==> config.mk <==
export PLATFORM = sky130hd
export DESIGN_NAME = nbr_label_core
export DESIGN_NICKNAME = d
export VERILOG_FILES = /design/src/rtl/nbr_label_pkg.sv /design/src/rtl/nbr_label_ctrl.sv /design/src/rtl/nbr_label_dp.sv /design/src/rtl/nbr_label_core.sv
export SDC_FILE = /design/constraint.sdc
export NUM_CORES = 1
export LEC_CHECK = 0
export ABC_AREA = 1
export BUFFER_PORTS_ARGS = -buffer_cell sky130_fd_sc_hd__buf_2
export CORE_MARGIN = 4
export CORE_UTILIZATION = 59
export DETAILED_ROUTE_END_ITERATION = 12
export GPL_TIMING_DRIVEN = 0
export PLACE_DENSITY = 0.81
export SYNTH_ARGS = -nofsm -noshare
export SYNTH_HDL_FRONTEND = slang
export SYNTH_SLANG_ARGS = --single-unit
export TNS_END_PERCENT = 5
==> constraint.sdc <==
create_clock -name clk -period 8.85 [get_ports clk]
set_input_delay 1.77 -clock clk [delete_from_list [all_inputs] [get_ports clk]]
set_output_delay 1.77 -clock clk [all_outputs]
set_load 0.005 [all_outputs]
==> src/rtl/nbr_label_pkg.sv <==
package nbr_label_pkg;

  // Strobes handed from the row control to the label datapath each cycle.
  typedef struct packed {
    logic accept;     // a current-row pixel is taken this cycle
    logic leftOk;     // column has a left-side neighbour column
    logic rightOk;    // column has a right-side neighbour column
    logic adjOk;      // adjacent row exists for this pass
    logic useLookup;  // no-candidate rule: table lookup instead of fresh label
  } nbrStrobe_t;

  // Slots of the causal neighbourhood.
  typedef enum logic [1:0] {
    NB_DIAG_L = 2'd0,   // adjacent row, column c-1
    NB_VERT   = 2'd1,   // adjacent row, column c
    NB_DIAG_R = 2'd2,   // adjacent row, column c+1
    NB_LEFT   = 2'd3    // same row, column c-1
  } nbrSlot_e;

  localparam int NB_COUNT = 4;

endpackage

==> src/rtl/nbr_label_ctrl.sv <==
module nbr_label_ctrl
  import nbr_label_pkg::*;
#(
  parameter int COLS    = 8,
  parameter int ROWS    = 8,
  parameter int LABEL_W = 8
) (
  input  logic                    clk,
  input  logic                    rstN,
  input  logic                    rowStart,
  input  logic [$clog2(ROWS)-1:0] rowIndex,
  input  logic                    passSel,
  input  logic                    pixValid,
  output nbrStrobe_t              strobe,
  output logic [LABEL_W-1:0]      freshLabel
);

  localparam int COL_W = $clog2(COLS);
  localparam int ROW_W = $clog2(ROWS);

  logic [COL_W-1:0] colCount;
  logic [ROW_W-1:0] rowReg;
  logic             passReg;

  logic [COL_W-1:0] curCol;
  logic [ROW_W-1:0] curRow;
  logic             curPass;
  logic             edgeRow;

  // Row context is live on the rowStart cycle, held afterwards.
  assign curCol  = rowStart ? '0       : colCount;
  assign curRow  = rowStart ? rowIndex : rowReg;
  assign curPass = rowStart ? passSel  : passReg;

  always_ff @(posedge clk or negedge rstN) begin
    if (!rstN) begin
      colCount <= '0;
      rowReg   <= '0;
      passReg  <= 1'b0;
    end else begin
      if (pixValid) colCount <= curCol + 1'b1;
      if (rowStart) begin
        rowReg  <= rowIndex;
        passReg <= passSel;
      end
    end
  end

  // Forward pass has no row above row 0; backward pass none below the last row.
  assign edgeRow = curPass ? (curRow == ROW_W'(ROWS - 1)) : (curRow == '0);

  always_comb begin
    strobe.accept    = pixValid;
    strobe.leftOk    = (curCol != '0);
    strobe.rightOk   = (curCol != COL_W'(COLS - 1));
    strobe.adjOk     = !edgeRow;
    strobe.useLookup = curPass;
  end

  // Position-derived label with 1-based coordinates, never zero.
  assign freshLabel = LABEL_W'((int'(curRow) + 1) * COLS + int'(curCol) + 1);

endmodule

==> src/rtl/nbr_label_dp.sv <==
module nbr_label_dp
  import nbr_label_pkg::*;
#(
  parameter int VAL_W   = 4,
  parameter int LABEL_W = 8
) (
  input  logic               clk,
  input  logic               rstN,
  input  nbrStrobe_t         strobe,
  input  logic [LABEL_W-1:0] freshLabel,
  input  logic [VAL_W-1:0]   adjValue,
  input  logic [LABEL_W-1:0] adjLabel,
  input  logic [VAL_W-1:0]   pixValue,
  input  logic [LABEL_W-1:0] lookupLabel,
  output logic               outValid,
  output logic [LABEL_W-1:0] outLabel,
  output logic               eqValid,
  output logic [LABEL_W-1:0] eqOld,
  output logic [LABEL_W-1:0] eqNew
);

  localparam int WIN = 3;

  // Skew window over the adjacent row: [0]=c+1, [1]=c, [2]=c-1.
  logic [VAL_W-1:0]   winVal [WIN];
  logic [LABEL_W-1:0] winLbl [WIN];
  logic [VAL_W-1:0]   leftVal;

  always_ff @(posedge clk or negedge rstN) begin
    if (!rstN) begin
      for (int i = 0; i < WIN; i++) begin
        winVal[i] <= '0;
        winLbl[i] <= '0;
      end
    end else begin
      winVal[0] <= adjValue;
      winLbl[0] <= adjLabel;
      for (int i = 1; i < WIN; i++) begin
        winVal[i] <= winVal[i-1];
        winLbl[i] <= winLbl[i-1];
      end
    end
  end

  logic [VAL_W-1:0]    nbVal [NB_COUNT];
  logic [LABEL_W-1:0]  nbLbl [NB_COUNT];
  logic [NB_COUNT-1:0] nbOk;
  logic [NB_COUNT-1:0] cand;

  assign nbVal[NB_DIAG_L] = winVal[2];
  assign nbVal[NB_VERT]   = winVal[1];
  assign nbVal[NB_DIAG_R] = winVal[0];
  assign nbVal[NB_LEFT]   = leftVal;
  assign nbLbl[NB_DIAG_L] = winLbl[2];
  assign nbLbl[NB_VERT]   = winLbl[1];
  assign nbLbl[NB_DIAG_R] = winLbl[0];
  assign nbLbl[NB_LEFT]   = outLabel;

  assign nbOk[NB_DIAG_L] = strobe.adjOk && strobe.leftOk;
  assign nbOk[NB_VERT]   = strobe.adjOk;
  assign nbOk[NB_DIAG_R] = strobe.adjOk && strobe.rightOk;
  assign nbOk[NB_LEFT]   = strobe.leftOk;

  // One equality comparator per neighbour slot.
  for (genvar g = 0; g < NB_COUNT; g++) begin : gCmp
    assign cand[g] = nbOk[g] && (nbVal[g] == pixValue) && (nbLbl[g] != '0);
  end

  logic               noneMatch;
  logic [LABEL_W-1:0] minLbl;
  logic [LABEL_W-1:0] maxLbl;
  logic [LABEL_W-1:0] nextLabel;
  logic               merge;

  assign noneMatch = ~|cand;

  always_comb begin
    minLbl = '1;
    maxLbl = '0;
    for (int i = 0; i < NB_COUNT; i++) begin
      if (cand[i]) begin
        if (nbLbl[i] < minLbl) minLbl = nbLbl[i];
        if (nbLbl[i] > maxLbl) maxLbl = nbLbl[i];
      end
    end
  end

  always_comb begin
    if (noneMatch) nextLabel = strobe.useLookup ? lookupLabel : freshLabel;
    else           nextLabel = minLbl;
  end

  assign merge = !noneMatch && (maxLbl != minLbl);

  always_ff @(posedge clk or negedge rstN) begin
    if (!rstN) begin
      outValid <= 1'b0;
      outLabel <= '0;
      leftVal  <= '0;
      eqValid  <= 1'b0;
      eqOld    <= '0;
      eqNew    <= '0;
    end else begin
      outValid <= strobe.accept;
      eqValid  <= strobe.accept && merge;
      if (strobe.accept) begin
        outLabel <= nextLabel;
        leftVal  <= pixValue;
        eqOld    <= maxLbl;
        eqNew    <= minLbl;
      end
    end
  end

endmodule

==> src/rtl/nbr_label_core.sv <==
module nbr_label_core
  import nbr_label_pkg::*;
#(
  parameter int COLS    = 8,
  parameter int ROWS    = 8,
  parameter int VAL_W   = 4,
  parameter int LABEL_W = 8
) (
  input  logic                    clk,
  input  logic                    rstN,
  input  logic                    rowStart,
  input  logic [$clog2(ROWS)-1:0] rowIndex,
  input  logic                    passSel,
  input  logic [VAL_W-1:0]        adjValue,
  input  logic [LABEL_W-1:0]      adjLabel,
  input  logic                    pixValid,
  input  logic [VAL_W-1:0]        pixValue,
  input  logic [LABEL_W-1:0]      lookupLabel,
  output logic                    outValid,
  output logic [LABEL_W-1:0]      outLabel,
  output logic                    eqValid,
  output logic [LABEL_W-1:0]      eqOld,
  output logic [LABEL_W-1:0]      eqNew
);

  nbrStrobe_t         strobe;
  logic [LABEL_W-1:0] freshLabel;

  nbr_label_ctrl #(
    .COLS(COLS), .ROWS(ROWS), .LABEL_W(LABEL_W)
  ) u_ctrl (
    .clk(clk), .rstN(rstN), .rowStart(rowStart), .rowIndex(rowIndex),
    .passSel(passSel), .pixValid(pixValid),
    .strobe(strobe), .freshLabel(freshLabel)
  );

  nbr_label_dp #(
    .VAL_W(VAL_W), .LABEL_W(LABEL_W)
  ) u_dp (
    .clk(clk), .rstN(rstN), .strobe(strobe), .freshLabel(freshLabel),
    .adjValue(adjValue), .adjLabel(adjLabel), .pixValue(pixValue),
    .lookupLabel(lookupLabel),
    .outValid(outValid), .outLabel(outLabel),
    .eqValid(eqValid), .eqOld(eqOld), .eqNew(eqNew)
  );

endmodule

==> qor.csv <==
metric,value,unit
post_cts_buffers,0,
status,completed,
row_count,33,
die_y,99.5,um
grt_pass1_vias,4647,
grt_use_total,0.270,
syn_area_per_cell,7.67,um2
hold_buffers,0,
postRouteAntennaNets,0,
regToRegEndpoint,u_dp.eqValid,
p_leak,3.01,nW
power,0.869,mW
pin_count,58,
core,0.00818,mm2
holdPathStages,0,
synth_area_leaders,"dfrtp_1, nand2_1, ha_1",
cap_violations,0,
ys_ff_latch,73,
rrSetupSlack,1.98,ns
max_stage_delay,0.54,ns
die_w,99.5,um
peakVddDrop,0.000124,V
holdPathEnd,u_dp.nbLbl[24],
min_from,u_dp.nbLbl[16],
synth_cell_types,44,
via_per_inst,5.57,
period_minus_slack,8.22,ns
critPathKind,in2reg,
clockBufferDepth,2,
r2r_cells,37,
synth_edf_count,0,
dr.pass1.iters,7,
cp_max_fo,10,
max_freq,0.122,GHz
cts_sinks,73,
clock_skew,0.0159,ns
grt_pass1_wl,21500,um
ys.flop_type,dfrtp_1,
fin_hold_ws,0.383,ns
synthTopCellsByCount,"nand2_1, inv_1, dfrtp_1",
final_max_slew_viol_count,0,
worstReg2RegStart,u_ctrl.rowReg[0],
crit_top_cell,nand2_1,
cts-root-buf,clkbuf_8,
synth_area_leader_cell,dfrtp_1,
via_count,4560,
nFillCells,693,
routabilityCongestion,0.920,
routed_wl,12600,um
setup_violations,0,
hold_viol_final,0,
clk_latency,0.36,ns
cts_buffers,9,
ctsHtreeMaxLevel,3,
cp-end-kind,flip-flop,
synth-seq-area-share,0.370,
dpl.hpwl,9730,um
fin_nets,792,
cp_data_arrival_time,8.48,ns
critPathRequiredTime,9.11,ns
dieArea,0.00991,mm2
grt-ovfl-total,0,
path_clk_slew,0.09,ns
synth_nets,726,
tritoncts,yes,
grt_antenna_before_repair,0,
drc_errors,0,
insertedDiodeCount,0,
crit_path_start_kind,primary input,
synth.cell_area,0.00494,mm2
yosysWarnings,0,
worstMarginPinSlew,0.887,ns
synth_top_area_frac,0.370,
powerDensity,156,mW/mm2
wl_per_cell,15.4,um
post-synth-top-count-cell,nand2_1,
syn-instance-count,644,
syn_to_final_growth,12.7,%
grt_max_degree,74,
final.period_utilization,0.929,
hp-class,reg2reg,
drive_above_1_share,0.171,
initial_core_util,0.605,
io_buffers,55,
cpMaxStageDelayCell,a2111oi_1,
drt_iter0_drc,299,
slew_headroom,0.409,
ys_async_sr_fraction,1.00,
==> worst max-delay path by stage <==
stage / depth (start not counted) / startpoint / end / slack, ns
2_1_floorplan: 40 / rowStart / u_dp.eqValid / 0.96
3_3_place_gp: 40 / rowStart / u_dp.eqValid / -0.28
3_5_place_dp: 40 / rowStart / u_dp.eqValid / -0.42
4_1_cts: 40 / rowStart / u_dp.eqValid / 0.30
5_1_grt: 43 / rowStart / u_dp.eqValid / -0.02
6_report: 40 / rowStart / u_dp.eqValid / 0.63
==> critical path, delay by kind of cell <==
family	cells	cell delay, ns
simple gates	21	2.79
compound gates	7	1.62
fa+ha+maj	5	1.33
buf+inv	7	0.93
==> logic make-up after synthesis <==
family,after synthesis,share of synthesized area
buffers and inverters,102,0.0886
AND/OR/NAND/NOR,302,0.263
XOR/XNOR,11,0.0195
adder cells (fa/ha/maj),50,0.127
flip-flops,73,0.370
AO/OA/AOI/OAI,106,0.133
==> state kept, by name, indices dropped and copies added, names as in the netlist <==
signal	cells
u_dp.outValid	1
u_dp.leftVal	4
u_ctrl.passReg	1
u_dp.nbVal	12
u_dp.nbLbl	24
u_ctrl.colCount	3
u_dp.eqNew	8
u_dp.eqValid	1
u_dp.eqOld	8
u_ctrl.rowReg	3
u_dp.outLabel	8
==> through the flow <==
step,setup slack (ns),std cells,util,setup TNS (ns),instance area [um2]
after floorplan,0.963,644,-,0,4940
after global placement,-0.284,804,0.654,-0.399,5350
after detailed placement,-0.422,804,0.655,-2.00,5350
after CTS,0.299,819,0.676,0,5530
after global routing,-0.0240,819,0.681,-0.0240,5570
final,0.629,819,0.681,0,5570
==> where the power goes <==
group,switching (mW),internal (mW)
clock,0.135,0.101
combinational,0.137,0.0956
sequential,0.0369,0.363
==> routing by layer <==
layer / GRT usage / vias up / wire, um
li1: - / 2236 / -
met1: 0.359 / 2134 / 5460
met2: 0.455 / 166 / 6020
met3: 0.0421 / 24 / 856
met4: 0.0798 / 0 / 236
met5: 0 / - / 0
==> cell type report <==
| class | instances | area, um2 | area share |
|---|---|---|---|
| multi-input combinational | 469 | 2730 | 0.490 |
| sequential | 73 | 1830 | 0.328 |
| inverter | 80 | 300 | 0.0539 |
| timing repair buffer | 55 | 278 | 0.0499 |
| buffer | 22 | 140 | 0.0252 |
| tap | 105 | 131 | 0.0236 |
| clock buffer | 9 | 124 | 0.0222 |
| clock inverter | 6 | 42.5 | 0.00764 |
==> cells in the final DEF (no fill, tap or decap), drive strengths merged, types with 2 or more instances in the layout <==
master	n
nand2	187
ha	50
nor4	4
nor2	50
dfrtp	73
nand3	44
nand3b	3
o22ai	7
buf	69
xnor2	11
a211oi	5
inv	81
a21oi	27
nor3	5
or2	3
nand4	4
clkinv	3
o21ai	53
o211ai	4
a31oi	4
clkbuf	17
clkinvlp	2
==> what timing repair did <==
item | CTS | global route
endpoints found under the hold margin | 0 | 0
pin swaps | 0 | 0
resized for setup | 2 | 18
endpoints found under the setup margin | 1 | 20
Power figures use the tool's default switching activity.
